File: src/rtl/i2c_stop_pkg.sv
package i2c_stop_pkg;
  typedef enum logic [2:0] {
    ST_IDLE,
    ST_SDA_LO,
    ST_SCL_REL,
    ST_SCL_HI,
    ST_SDA_REL
  } stop_state_t;

  localparam int FLG_DONE = 0;
  localparam int FLG_PDET = 1;
  localparam int FLG_BCL  = 2;
  localparam int FLG_NUM  = 3;
endpackage

File: src/rtl/i2c_line_sync.sv
module i2c_line_sync #(
  parameter int STAGES = 2,
  parameter int WIDTH  = 2
) (
  input  logic             clk,
  input  logic             rst_n,
  input  logic [WIDTH-1:0] d,
  output logic [WIDTH-1:0] q
);
  logic [WIDTH-1:0] stg [STAGES];

  for (genvar i = 0; i < STAGES; i++) begin : g_stage
    if (i == 0) begin : g_first
      always_ff @(posedge clk or negedge rst_n) begin
        if (!rst_n) stg[i] <= '1;
        else        stg[i] <= d;
      end
    end else begin : g_next
      always_ff @(posedge clk or negedge rst_n) begin
        if (!rst_n) stg[i] <= '1;
        else        stg[i] <= stg[i-1];
      end
    end
  end

  assign q = stg[STAGES-1];
endmodule

File: src/rtl/i2c_stop_timer.sv
module i2c_stop_timer #(
  parameter int RELOAD_W = 7,
  parameter int EXTRA    = 2,
  localparam int CW      = RELOAD_W + 2
) (
  input  logic                clk,
  input  logic                rst_n,
  input  logic                load,
  input  logic                long_phase,
  input  logic [RELOAD_W-1:0] reload,
  output logic                zero
);
  logic [CW-1:0] cnt_q, cnt_d, base, load_val;

  always_comb begin
    base     = (reload == '0) ? CW'(1) : CW'(reload);
    load_val = base + (long_phase ? CW'(EXTRA) : '0);
    cnt_d    = cnt_q;
    if (load)              cnt_d = load_val;
    else if (cnt_q != '0)  cnt_d = cnt_q - CW'(1);
  end

  always_ff @(posedge clk or negedge rst_n) begin
    if (!rst_n) cnt_q <= '0;
    else        cnt_q <= cnt_d;
  end

  assign zero = (cnt_q == '0);
endmodule

File: src/rtl/i2c_stop_flags.sv
module i2c_stop_flags #(
  parameter int NUM = 3
) (
  input  logic           clk,
  input  logic           rst_n,
  input  logic [NUM-1:0] set,
  input  logic [NUM-1:0] clr,
  output logic [NUM-1:0] q
);
  for (genvar i = 0; i < NUM; i++) begin : g_flag
    always_ff @(posedge clk or negedge rst_n) begin
      if (!rst_n)                q[i] <= 1'b0;
      else if (set[i] || clr[i]) q[i] <= set[i];
    end
  end
endmodule

File: src/rtl/i2c_stop_seq.sv
module i2c_stop_seq
  import i2c_stop_pkg::*;
#(
  parameter int RELOAD_W    = 7,
  parameter int SYNC_STAGES = 2
) (
  input  logic                clk,
  input  logic                rst_n,
  input  logic                stop_set,
  input  logic [2:0]          clr_flags,
  input  logic [RELOAD_W-1:0] baud_reload,
  input  logic                sda_in,
  input  logic                scl_in,
  output logic                sda_drive_low,
  output logic                scl_drive_low,
  output logic                stop_en,
  output logic                done_flag,
  output logic                stop_det_flag,
  output logic                bcl_flag
);
  logic [1:0] rst_pipe;
  logic       rst_sync_n;

  always_ff @(posedge clk or negedge rst_n) begin
    if (!rst_n) rst_pipe <= 2'b00;
    else        rst_pipe <= {rst_pipe[0], 1'b1};
  end
  assign rst_sync_n = rst_pipe[1];

  logic [1:0] line_s;
  logic       sda_s, scl_s;

  i2c_line_sync #(.STAGES(SYNC_STAGES), .WIDTH(2)) u_sync (
    .clk   (clk),
    .rst_n (rst_sync_n),
    .d     ({scl_in, sda_in}),
    .q     (line_s)
  );
  assign sda_s = line_s[0];
  assign scl_s = line_s[1];

  stop_state_t         state_q, state_d;
  logic                tmr_load, tmr_long, tmr_zero;
  logic [FLG_NUM-1:0]  flag_set, flag_q;

  i2c_stop_timer #(.RELOAD_W(RELOAD_W), .EXTRA(SYNC_STAGES)) u_timer (
    .clk        (clk),
    .rst_n      (rst_sync_n),
    .load       (tmr_load),
    .long_phase (tmr_long),
    .reload     (baud_reload),
    .zero       (tmr_zero)
  );

  always_comb begin
    state_d  = state_q;
    tmr_load = 1'b0;
    tmr_long = 1'b0;
    flag_set = '0;
    unique case (state_q)
      ST_IDLE:    if (stop_set) state_d = ST_SDA_LO;
      ST_SDA_LO:  if (!sda_s)   state_d = ST_SCL_REL;
      ST_SCL_REL: if (scl_s) begin
        state_d  = ST_SCL_HI;
        tmr_load = 1'b1;
      end
      ST_SCL_HI: begin
        if (!scl_s) begin
          state_d           = ST_IDLE;
          flag_set[FLG_BCL] = 1'b1;
        end else if (tmr_zero) begin
          state_d  = ST_SDA_REL;
          tmr_load = 1'b1;
          tmr_long = 1'b1;
        end
      end
      ST_SDA_REL: if (tmr_zero) begin
        state_d = ST_IDLE;
        if (!sda_s) begin
          flag_set[FLG_BCL] = 1'b1;
        end else begin
          flag_set[FLG_DONE] = 1'b1;
          flag_set[FLG_PDET] = 1'b1;
        end
      end
      default: state_d = ST_IDLE;
    endcase
  end

  always_ff @(posedge clk or negedge rst_sync_n) begin
    if (!rst_sync_n) state_q <= ST_IDLE;
    else             state_q <= state_d;
  end

  i2c_stop_flags #(.NUM(FLG_NUM)) u_flags (
    .clk   (clk),
    .rst_n (rst_sync_n),
    .set   (flag_set),
    .clr   (clr_flags),
    .q     (flag_q)
  );

  assign sda_drive_low = (state_q == ST_SDA_LO) || (state_q == ST_SCL_REL) ||
                         (state_q == ST_SCL_HI);
  assign scl_drive_low = (state_q == ST_SDA_LO);
  assign stop_en       = (state_q != ST_IDLE);
  assign done_flag     = flag_q[FLG_DONE];
  assign stop_det_flag = flag_q[FLG_PDET];
  assign bcl_flag      = flag_q[FLG_BCL];
endmodule

File: config.mk
export PLATFORM = sky130hd
export DESIGN_NAME = i2c_stop_seq
export DESIGN_NICKNAME = d
export VERILOG_FILES = /design/src/rtl/i2c_stop_pkg.sv /design/src/rtl/i2c_line_sync.sv /design/src/rtl/i2c_stop_timer.sv /design/src/rtl/i2c_stop_flags.sv /design/src/rtl/i2c_stop_seq.sv
export SDC_FILE = /design/constraint.sdc
export NUM_CORES = 1
export LEC_CHECK = 0
export BUFFER_PORTS_ARGS = -buffer_cell sky130_fd_sc_hd__buf_2
export CORE_ASPECT_RATIO = 0.8
export CORE_MARGIN = 1
export CORE_UTILIZATION = 30
export DETAILED_ROUTE_END_ITERATION = 16
export SYNTH_ARGS = -nofsm -noshare
export SYNTH_HDL_FRONTEND = slang
export SYNTH_SLANG_ARGS = --single-unit
File: constraint.sdc
create_clock -name clk -period 1.43 [get_ports clk]
set_clock_uncertainty 0.2 [all_clocks]
set_input_delay 0.286 -clock clk [delete_from_list [all_inputs] [get_ports clk]]
set_output_delay 0.286 -clock clk [all_outputs]
set_load 0.005 [all_outputs]
# ---- Word level (Yosys, flattened, before mapping)
# Cells that the tools add are included.
dict set report totals {
  reg_bits 21
  inputBits 15
  output_inout_bits 6
  elab_cells 53
}
dict set report op_classes {
  addsub 2
  n_eq_ne 9
  muxes 22
  reduce_logical 12
}
# op count
set ops {}
lappend ops {{two-way mux 3 bit} 7}
lappend ops {{two-way mux 9 bit} 2}
lappend ops {{case mux 3 bit (5 select lines)} 1}
lappend ops {{adder 9 bit} 1}
lappend ops {{logical NOT 9 bit} 1}
lappend ops {{nonzero test 9 bit} 1}
lappend ops {{subtractor 9 x 1 -> 9 bit (second input constant)} 1}
lappend ops {{logical NOT 7 bit} 1}
lappend ops {{two-way mux 7 bit} 1}
lappend ops {{== test 3 x 2 -> 1 bit (second input constant)} 2}
lappend ops {{two-way mux 1 bit} 6}
lappend ops {{two-way mux 2 bit} 3}
lappend ops {{!= test 2 bit (second input constant)} 3}
lappend ops {{logical OR 1 bit} 5}
lappend ops {{AND reduction 5 bit} 1}
lappend ops {{case mux 1 bit (2 select lines)} 2}
lappend ops {{== test 3 x 1 -> 1 bit (second input constant)} 1}
lappend ops {{== test 3 bit (second input constant)} 1}
lappend ops {{logical NOT 3 bit} 1}
lappend ops {{!= test 3 bit (second input constant)} 1}
lappend ops {{nonzero test 3 bit} 1}
lappend ops {{!= test 2 x 1 -> 1 bit (second input constant)} 1}
lappend ops {{nonzero test 2 bit} 1}

# ---- Depth between registers and ports, before layout
# Gate-level depths: netlist of the first run.
dict set report depth {
  word_depth 7
  mapped_depth 11
  depth_no_buf 10
}

# ---- Modules after synthesis
# A second synthesis of the first run with hierarchy kept.
dict set report hier_totals {
  cells_unflattened 114
  area_unflattened_um2 1169.9
}
# mod instances cells_per_inst area_each_um2 seq_area_each_um2
set by_module_without_submodules {}
lappend by_module_without_submodules {i2c_stop_timer 1 65 618.1 225.2}
lappend by_module_without_submodules {i2c_stop_seq 1 34 322.8 125.1}
lappend by_module_without_submodules {i2c_line_sync 1 6 120.1 105.1}
lappend by_module_without_submodules {i2c_stop_flags 1 9 108.9 75.1}

# ---- Worst setup path before layout of the first run
# Ideal clock, no wire load.
dict set report synth_path {
  kind {register to register}
  start {reg u_timer.cnt_q[0]}
  end {reg u_timer.cnt_q[6]}
  setup_time_ns 0.082
  arrival_time_ns 2.098
  t_required_ns 1.148
  path_slack_ns -0.951
  path_stages_with_launch 12
  n_path_buf 1
  period_less_slack_ns 2.381
  path_cell_list {dfrtp_1 inv_1 ha_1 nor3b_4 nand3_1 buf_2 nor3_2 ha_1 and3_1 nand3_1 xor2_1 o22ai_1}
}
dict set report synth_between {
  elab_chain_cells 7
  elab_cells_between_ends 12
  classes_between {add/sub (2); mux (7); reduce/logical (3)}
}
# item line_no
set synth_rtl {}
lappend synth_rtl {{from (decl)} i2c_stop_timer.sv:13} ;# logic [CW-1:0] cnt_q, cnt_d, base, load_val;
lappend synth_rtl {{from (signal assigned)} i2c_stop_timer.sv:25} ;# else cnt_q <= cnt_d;
lappend synth_rtl {{logical NOT 9 bit} i2c_stop_timer.sv:28} ;# assign zero = (cnt_q == '0);
lappend synth_rtl {{two-way mux 1 bit} i2c_stop_seq.sv:71} ;# end else if (tmr_zero) begin
lappend synth_rtl {{two-way mux 1 bit} i2c_stop_seq.sv:68} ;# if (!scl_s) begin
lappend synth_rtl {{two-way mux 1 bit} i2c_stop_seq.sv:60} ;# unique case (state_q)
lappend synth_rtl {{two-way mux 2 bit} i2c_stop_timer.sv:17} ;# load_val = base + (long_phase ? CW'(EXTRA) : '0);
lappend synth_rtl {{adder 9 bit} i2c_stop_timer.sv:17}
lappend synth_rtl {{two-way mux 9 bit} i2c_stop_timer.sv:19} ;# if (load) cnt_d = load_val;
# Several ways; a longest one is shown, not always the timed one. The select of a mux whose other input is x is not followed.
# A chain may end at the register's enable or synchronous reset.

# ---- Final worst setup path of the first run
dict set report layout_path {
  start {reg u_timer.cnt_q[1]}
  end {reg u_timer.cnt_q[6]}
}
# Same word-level chain as after synthesis.

==> results of run 1 <==
## cell families after synthesis
logic type,Yosys count,synth area share
other cells,1,0.00328
buf+inv,15,0.0569
flops,21,0.464
compound gates,25,0.160
xor+xnor,6,0.0460
simple gates,35,0.184
mux,6,0.0526
fa+ha+maj,3,0.0329
## final timing paths
kind                       depth (start not counted)                         start  slack [ns]                           end
min in group clk                                   3                baud_reload[0]        0.07  u_timer.cnt_q[0]$_DFFE_PN0P_
min                                                0         rst_pipe[1]$_DFF_PN0_        0.03       u_sync.stg[3]$_DFF_PN1_
max reg2reg                                       10  u_timer.cnt_q[1]$_DFFE_PN0P_       -0.70  u_timer.cnt_q[6]$_DFFE_PN0P_
max in group asynchronous                          1         rst_pipe[1]$_DFF_PN0_        0.69         u_sync.q[0]$_DFF_PN1_
min reg2reg                                        0         rst_pipe[1]$_DFF_PN0_        0.03       u_sync.stg[3]$_DFF_PN1_
max                                               10  u_timer.cnt_q[1]$_DFFE_PN0P_       -0.70  u_timer.cnt_q[6]$_DFFE_PN0P_
## layout make-up
type | count | area, µm² | share of cell area
multi-input combinational | 76 | 652 | 0.367
sequential | 21 | 531 | 0.299
clock inverter | 1 | 7.51 | 0.00423
clock buffer | 3 | 41.3 | 0.0233
tap | 42 | 52.6 | 0.0296
timing repair buffer | 64 | 457 | 0.257
inverter | 9 | 33.8 | 0.0190
## layout by cell type, fill, tap and decap left out, types with 4 or more instances in the layout
cell type	instances
dfrtp_1	17
nand2_1	5
buf_4	36
inv_1	7
buf_6	5
a21oi_1	7
mux2i_1	6
dfstp_2	4
nor2_1	7
buf_2	20
## power by group
part	switching [mW]	leakage, nW	internal (mW)
registers	0.142	0.255	0.768
clock network	0.210	0.0217	0.197
logic	0.776	0.560	0.948
total	1.13	0.837	1.91
## critical path: cells and delay by family (launching register included)
family,cells,cell delay [ns]
buffers and inverters,1,0.08
and+or+nand+nor,5,0.73
adders and majority gates,2,0.34
AOI/OAI and AO/OA,1,0.15
DFF,1,0.39
xor gates and xnor gates,1,0.14
## stage by stage
stage          power [mW]  TNS, ns  cell area [µm²]  cells
6_report             3.04    -6.82             1770    216
3_3_place_gp         2.27    -6.21             1500    196
3_5_place_dp         2.30    -7.61             1500    196
4_1_cts              2.93    -6.55             1710    211
5_1_grt              3.28    -8.36             1770    216
2_1_floorplan        1.67    -5.95             1170    112
## layer usage
| layer | up-vias | wire length, µm | GRT usage |
|---|---|---|---|
| met2 | 19 | 1370 | 0.239 |
| li1 | 524 | - | - |
| met1 | 488 | 1400 | 0.209 |
| met5 | - | 0 | 0 |
| met4 | 0 | 55 | 0.0914 |
| met3 | 7 | 79 | 0.0283 |
## flip-flops by register name, summed over array words and instances (netlist names)
register and flops:
u_timer.cnt_q 9, state_q 3, u_flags.q 3, rst_pipe 2, u_sync.q 2, u_sync.stg 2
## timing repair
action	4_1_cts	5_1_grt
hold buffers	3	0
setup buffers	10	7
pin swaps	11	8
setup endpoints to repair	18	18
gates cloned	0	0
gates resized for setup	17	5
hold endpoints to repair	4	0
==> impl_metrics.tcl, run 1 <==
set metrics [dict create \
    status "finished, violations left" \
    violations "negative setup slack" \
    synth_seq_cells 21 \
    gr-total-overflow 0 \
    synth.most_common_cell "dfrtp_1" \
    cts_root_buf "clkbuf_8" \
    worstPathCellList "inv_2 -> ha_4 -> nor3b_4 -> nand3_2 -> nor3_4 -> ha_2 -> and3_4 -> nand3_2 -> xor2_1 -> o22ai_1" \
    drive_above_1_share 0.517 \
    via_per_inst 4.81 \
    die_y_um 57.2 \
    power.density_mw_per_mm2 1710 \
    cts_num_sinks 21 \
    grt_max_degree 18 \
    cpMostUsedCell "nand3_2" \
    arrival_ns 2.12 \
    hold_path.class "reg2async" \
    cp_slowest_cell "dfrtp_1" \
    rsz0062_at_grt "true" \
    worstPathRequired_ns 1.41 \
    ios 21 \
    slowest_delay_ns 0.39 \
    area_growth_pct 55.3 \
    die-area_mm2 0.00406 \
    leakagePower_nw 0.837 \
    drtPass1Iterations 4 \
    worst_setup_path_end_kind "flop" \
    avgRoutedWirePerCell_um 13.4 \
    max_cap_violations 0 \
    finalCritPeriodShare 1.49 \
    path_class "reg2reg" \
    fin_hold_ws_ns 0.0312 \
    synth_edf_count 0 \
    diodes 0 \
    syn_area_mm2 0.00114 \
    fin_util 0.501 \
    relSlewSlack 0.639 \
    dp_slack_ns -0.806 \
    fill_cells 299 \
    postSynthCellCount 112 \
    hpwl_mm 2.09 \
    vias 1038 \
    nets 193 \
    cts_buffers 3 \
    syn_area_per_cell_um2 10.2 \
    insertion_delay_ns 0.27 \
    fmax_ghz 0.469 \
    initial_core_util 0.323 \
    ys_seq_area_frac 0.464 \
    timing.final.ws_setup_ns -0.701 \
    antenna_found_initial 0 \
    gp_congestion 0.824 \
    cts_tree "done" \
    synth_top_cell_area_share 0.372 \
    path_clk_slew_ns 0.08 \
    row_count 19 \
    grt_usage 0.156 \
    port_buffers 20 \
    setup_viol 18 \
    worst_pin_slew_ns 0.536 \
    wl_mm 2.90 \
    drc_errors 0 \
    die-width_um 71.0 \
    fp.coreArea_mm2 0.00354 \
    finalHoldViolCount 0 \
    syn_nets 130 \
    cts_buffer_depth 2 \
    yosysTopAreaCell "dfrtp_1" \
    synth_common_cells "dfrtp_1, nor2_1, inv_1" \
    drtAntennaViolNets 0 \
    grt_pass1_vias 1018 \
    period_minus_slack_ns 2.13 \
    yosysWarningCount 0 \
    peakVddDrop_v 0.000849 \
    synth_area_leaders "dfrtp_1, dfstp_2, mux2i_1" \
    startpoint_type "flop" \
    cp_max_fo 2 \
    grt_pass1_wl_mm 4.79 \
    ys_async_sr_fraction 1.00 \
    finalMaxSlewViolations 0 \
    first_iter_violations 16 \
    ys_types 41 \
    synth_top_flop_cell "dfrtp_1" \
    htree_levels 1 \
]
(Power assumes the default switching activity.)
==> run 2, diff against run 1 <==
- CORE_UTILIZATION: 30 -> 54
- PLACE_DENSITY: unset -> 0.78
==> run 2 against run 1 <==
Net effect: the flow still finishes with violations (negative setup slack); non-clock buffer count rose by 6; power increased by 13%; critical path depth unchanged; maximum frequency fell by 12%; hold slack better by 0.011 ns; critical endpoint unchanged; first-iteration DRC count rose to 6.6 times the previous value; count of clock-buffer cells in the layout did not move; setup slack got worse by 0.28 ns; highest routed layer unchanged; global-route usage grew 26 points; final area is 2.9% higher; sequential power is 4.9% higher.
==> impl_metrics.tcl, run 2 (same netlist as run 1, synthesis figures left out) <==
set metrics [dict create \
    reg_top3 "u_timer.cnt_q: 9 flops, state_q: 3 flops, u_flags.q: 3 flops" \
    grt_pass1_wl_mm 6.40 \
    insertion_delay_ns 0.34 \
    finalHoldViolCount 0 \
    cts_tree "done" \
    cp_max_fo 2 \
    die-width_um 53.4 \
    layout_commonest_cell "buf_4" \
    drtPass1Iterations 5 \
    dp_slack_ns -0.741 \
    fmax_ghz 0.414 \
    hold_path.class "in2async" \
    drtAntennaViolNets 0 \
    timing.rr.end "u_timer.cnt_q[6]$_DFFE_PN0P_" \
    htree_levels 1 \
    finalPower_mw 3.43 \
    leakagePower_nw 0.856 \
    die_y_um 43.1 \
    grt_max_degree 14 \
    vias 1372 \
    cts_buffers 3 \
    cts_root_buf "clkbuf_4" \
    violations "negative setup slack" \
    placed_cell_area_mm2 0.00145 \
    fin_hold_ws_ns 0.0424 \
    path_class "reg2reg" \
    via_per_inst 6.73 \
    setup_viol 18 \
    rsz0062_at_grt "true" \
    diodes 0 \
    drive_above_1_share 0.533 \
    startpoint "u_timer.cnt_q[1]$_DFFE_PN0P_" \
    ios 21 \
    cts_num_sinks 21 \
    grt_pass1_vias 1304 \
    register_area_um2 531 \
    drc_errors 0 \
    power.density_mw_per_mm2 1880 \
    grt_usage 0.412 \
    avgRoutedWirePerCell_um 25.0 \
    top_register "u_timer.cnt_q" \
    row_count 14 \
    finalMaxSlewViolations 0 \
    status "finished, violations left" \
    startpoint_type "flop" \
    timing.final.ws_setup_ns -0.986 \
    die-area_mm2 0.00230 \
    initial_core_util 0.593 \
    fill_cells 52 \
    antenna_found_initial 0 \
    nets 199 \
    gr-total-overflow 0 \
    r2r_cells 10 \
    peakVddDrop_v 0.00173 \
    area_growth_pct 59.8 \
    layout_common_cells "buf_4, buf_2, dfrtp_1, a21oi_1" \
    period_minus_slack_ns 2.42 \
    reg2reg_slack_ns -0.99 \
    worstPathRequired_ns 1.49 \
    arrival_ns 2.48 \
    port_buffers 20 \
    multi_input_area_um2 676 \
    hpwl_mm 2.03 \
    largest_register_ffs 9 \
    finalCritPeriodShare 1.69 \
    fin_area_mm2 0.00183 \
    first_iter_violations 105 \
    path_clk_slew_ns 0.14 \
    wl_mm 5.10 \
    max_cap_violations 0 \
    worstReg2RegStart "u_timer.cnt_q[1]$_DFFE_PN0P_" \
    cts_buffer_depth 2 \
    gp_congestion 0.946 \
    worst_setup_path_end_kind "flop" \
    fp.coreArea_mm2 0.00193 \
]
## run 2: cell count changes in the layout (fill, tap and decap cells not counted), moves of 2 or more
cell and delta:
clkbuf_4 +3, clkbuf_8 -3, buf_8 +2, xnor2_2 -2, dlygate4sd3_1 +2
## run 2: worst max-delay path by stage
stage,end,cells after the start
floorplan,u_timer.cnt_q[6]$_DFFE_PN0P_,11
global placement,u_timer.cnt_q[6]$_DFFE_PN0P_,10
detailed placement,u_timer.cnt_q[6]$_DFFE_PN0P_,10
CTS,u_timer.cnt_q[6]$_DFFE_PN0P_,10
global route,u_timer.cnt_q[3]$_DFFE_PN0P_,10
finish,u_timer.cnt_q[6]$_DFFE_PN0P_,10
## run 2: stage by stage
step	TNS [ns]	utilization	std cells
detailed placement	-7.02	0.751	174
global placement	-6.03	0.751	174
CTS	-8.58	0.898	196
global route	-13.45	0.947	204
finish	-12.41	0.947	204
floorplan	-5.95	-	112
## run 2: timing repair
item                                   in CTS  in global routing
setup endpoints to repair                  18                 18
pin swaps                                  11                  7
hold buffers                                5                  0
endpoints found under the hold margin      10                  0
gates resized for setup                    26                  7
buffers inserted                           14                  8
## run 2: critical path, stage by stage, from the launching register on
cell     delay, ns
dfrtp_1       0.44
inv_2         0.09
ha_4          0.13
nor3b_4       0.21
nand3_2       0.14
nor3_4        0.24
ha_2          0.23
and3_4        0.20
nand3_2       0.08
xor2_1        0.16
o22ai_1       0.20
## run 2: cell type report
cell class,instances,share of cell area
clock inverter,1,0.00411
timing repair buffer,70,0.288
multi-input combinational,76,0.370
sequential,21,0.291
inverter,9,0.0185
clock buffer,3,0.0123
tap,24,0.0164
## run 2: power breakdown
group,leakage (nW),internal [mW],switching (mW)
Combinational,0.587,1.08,1.06
Clock,0.0139,0.108,0.223
Sequential,0.255,0.767,0.188
Total,0.856,1.95,1.47
## run 2: routing by layer
layer / wire [µm] / vias up / track usage
li1: - / 532 / -
met1: 1700 / 639 / 0.492
met2: 2280 / 141 / 0.668
met5: 0 / - / 0
met3: 656 / 60 / 0.154
met4: 462 / 0 / 0.147
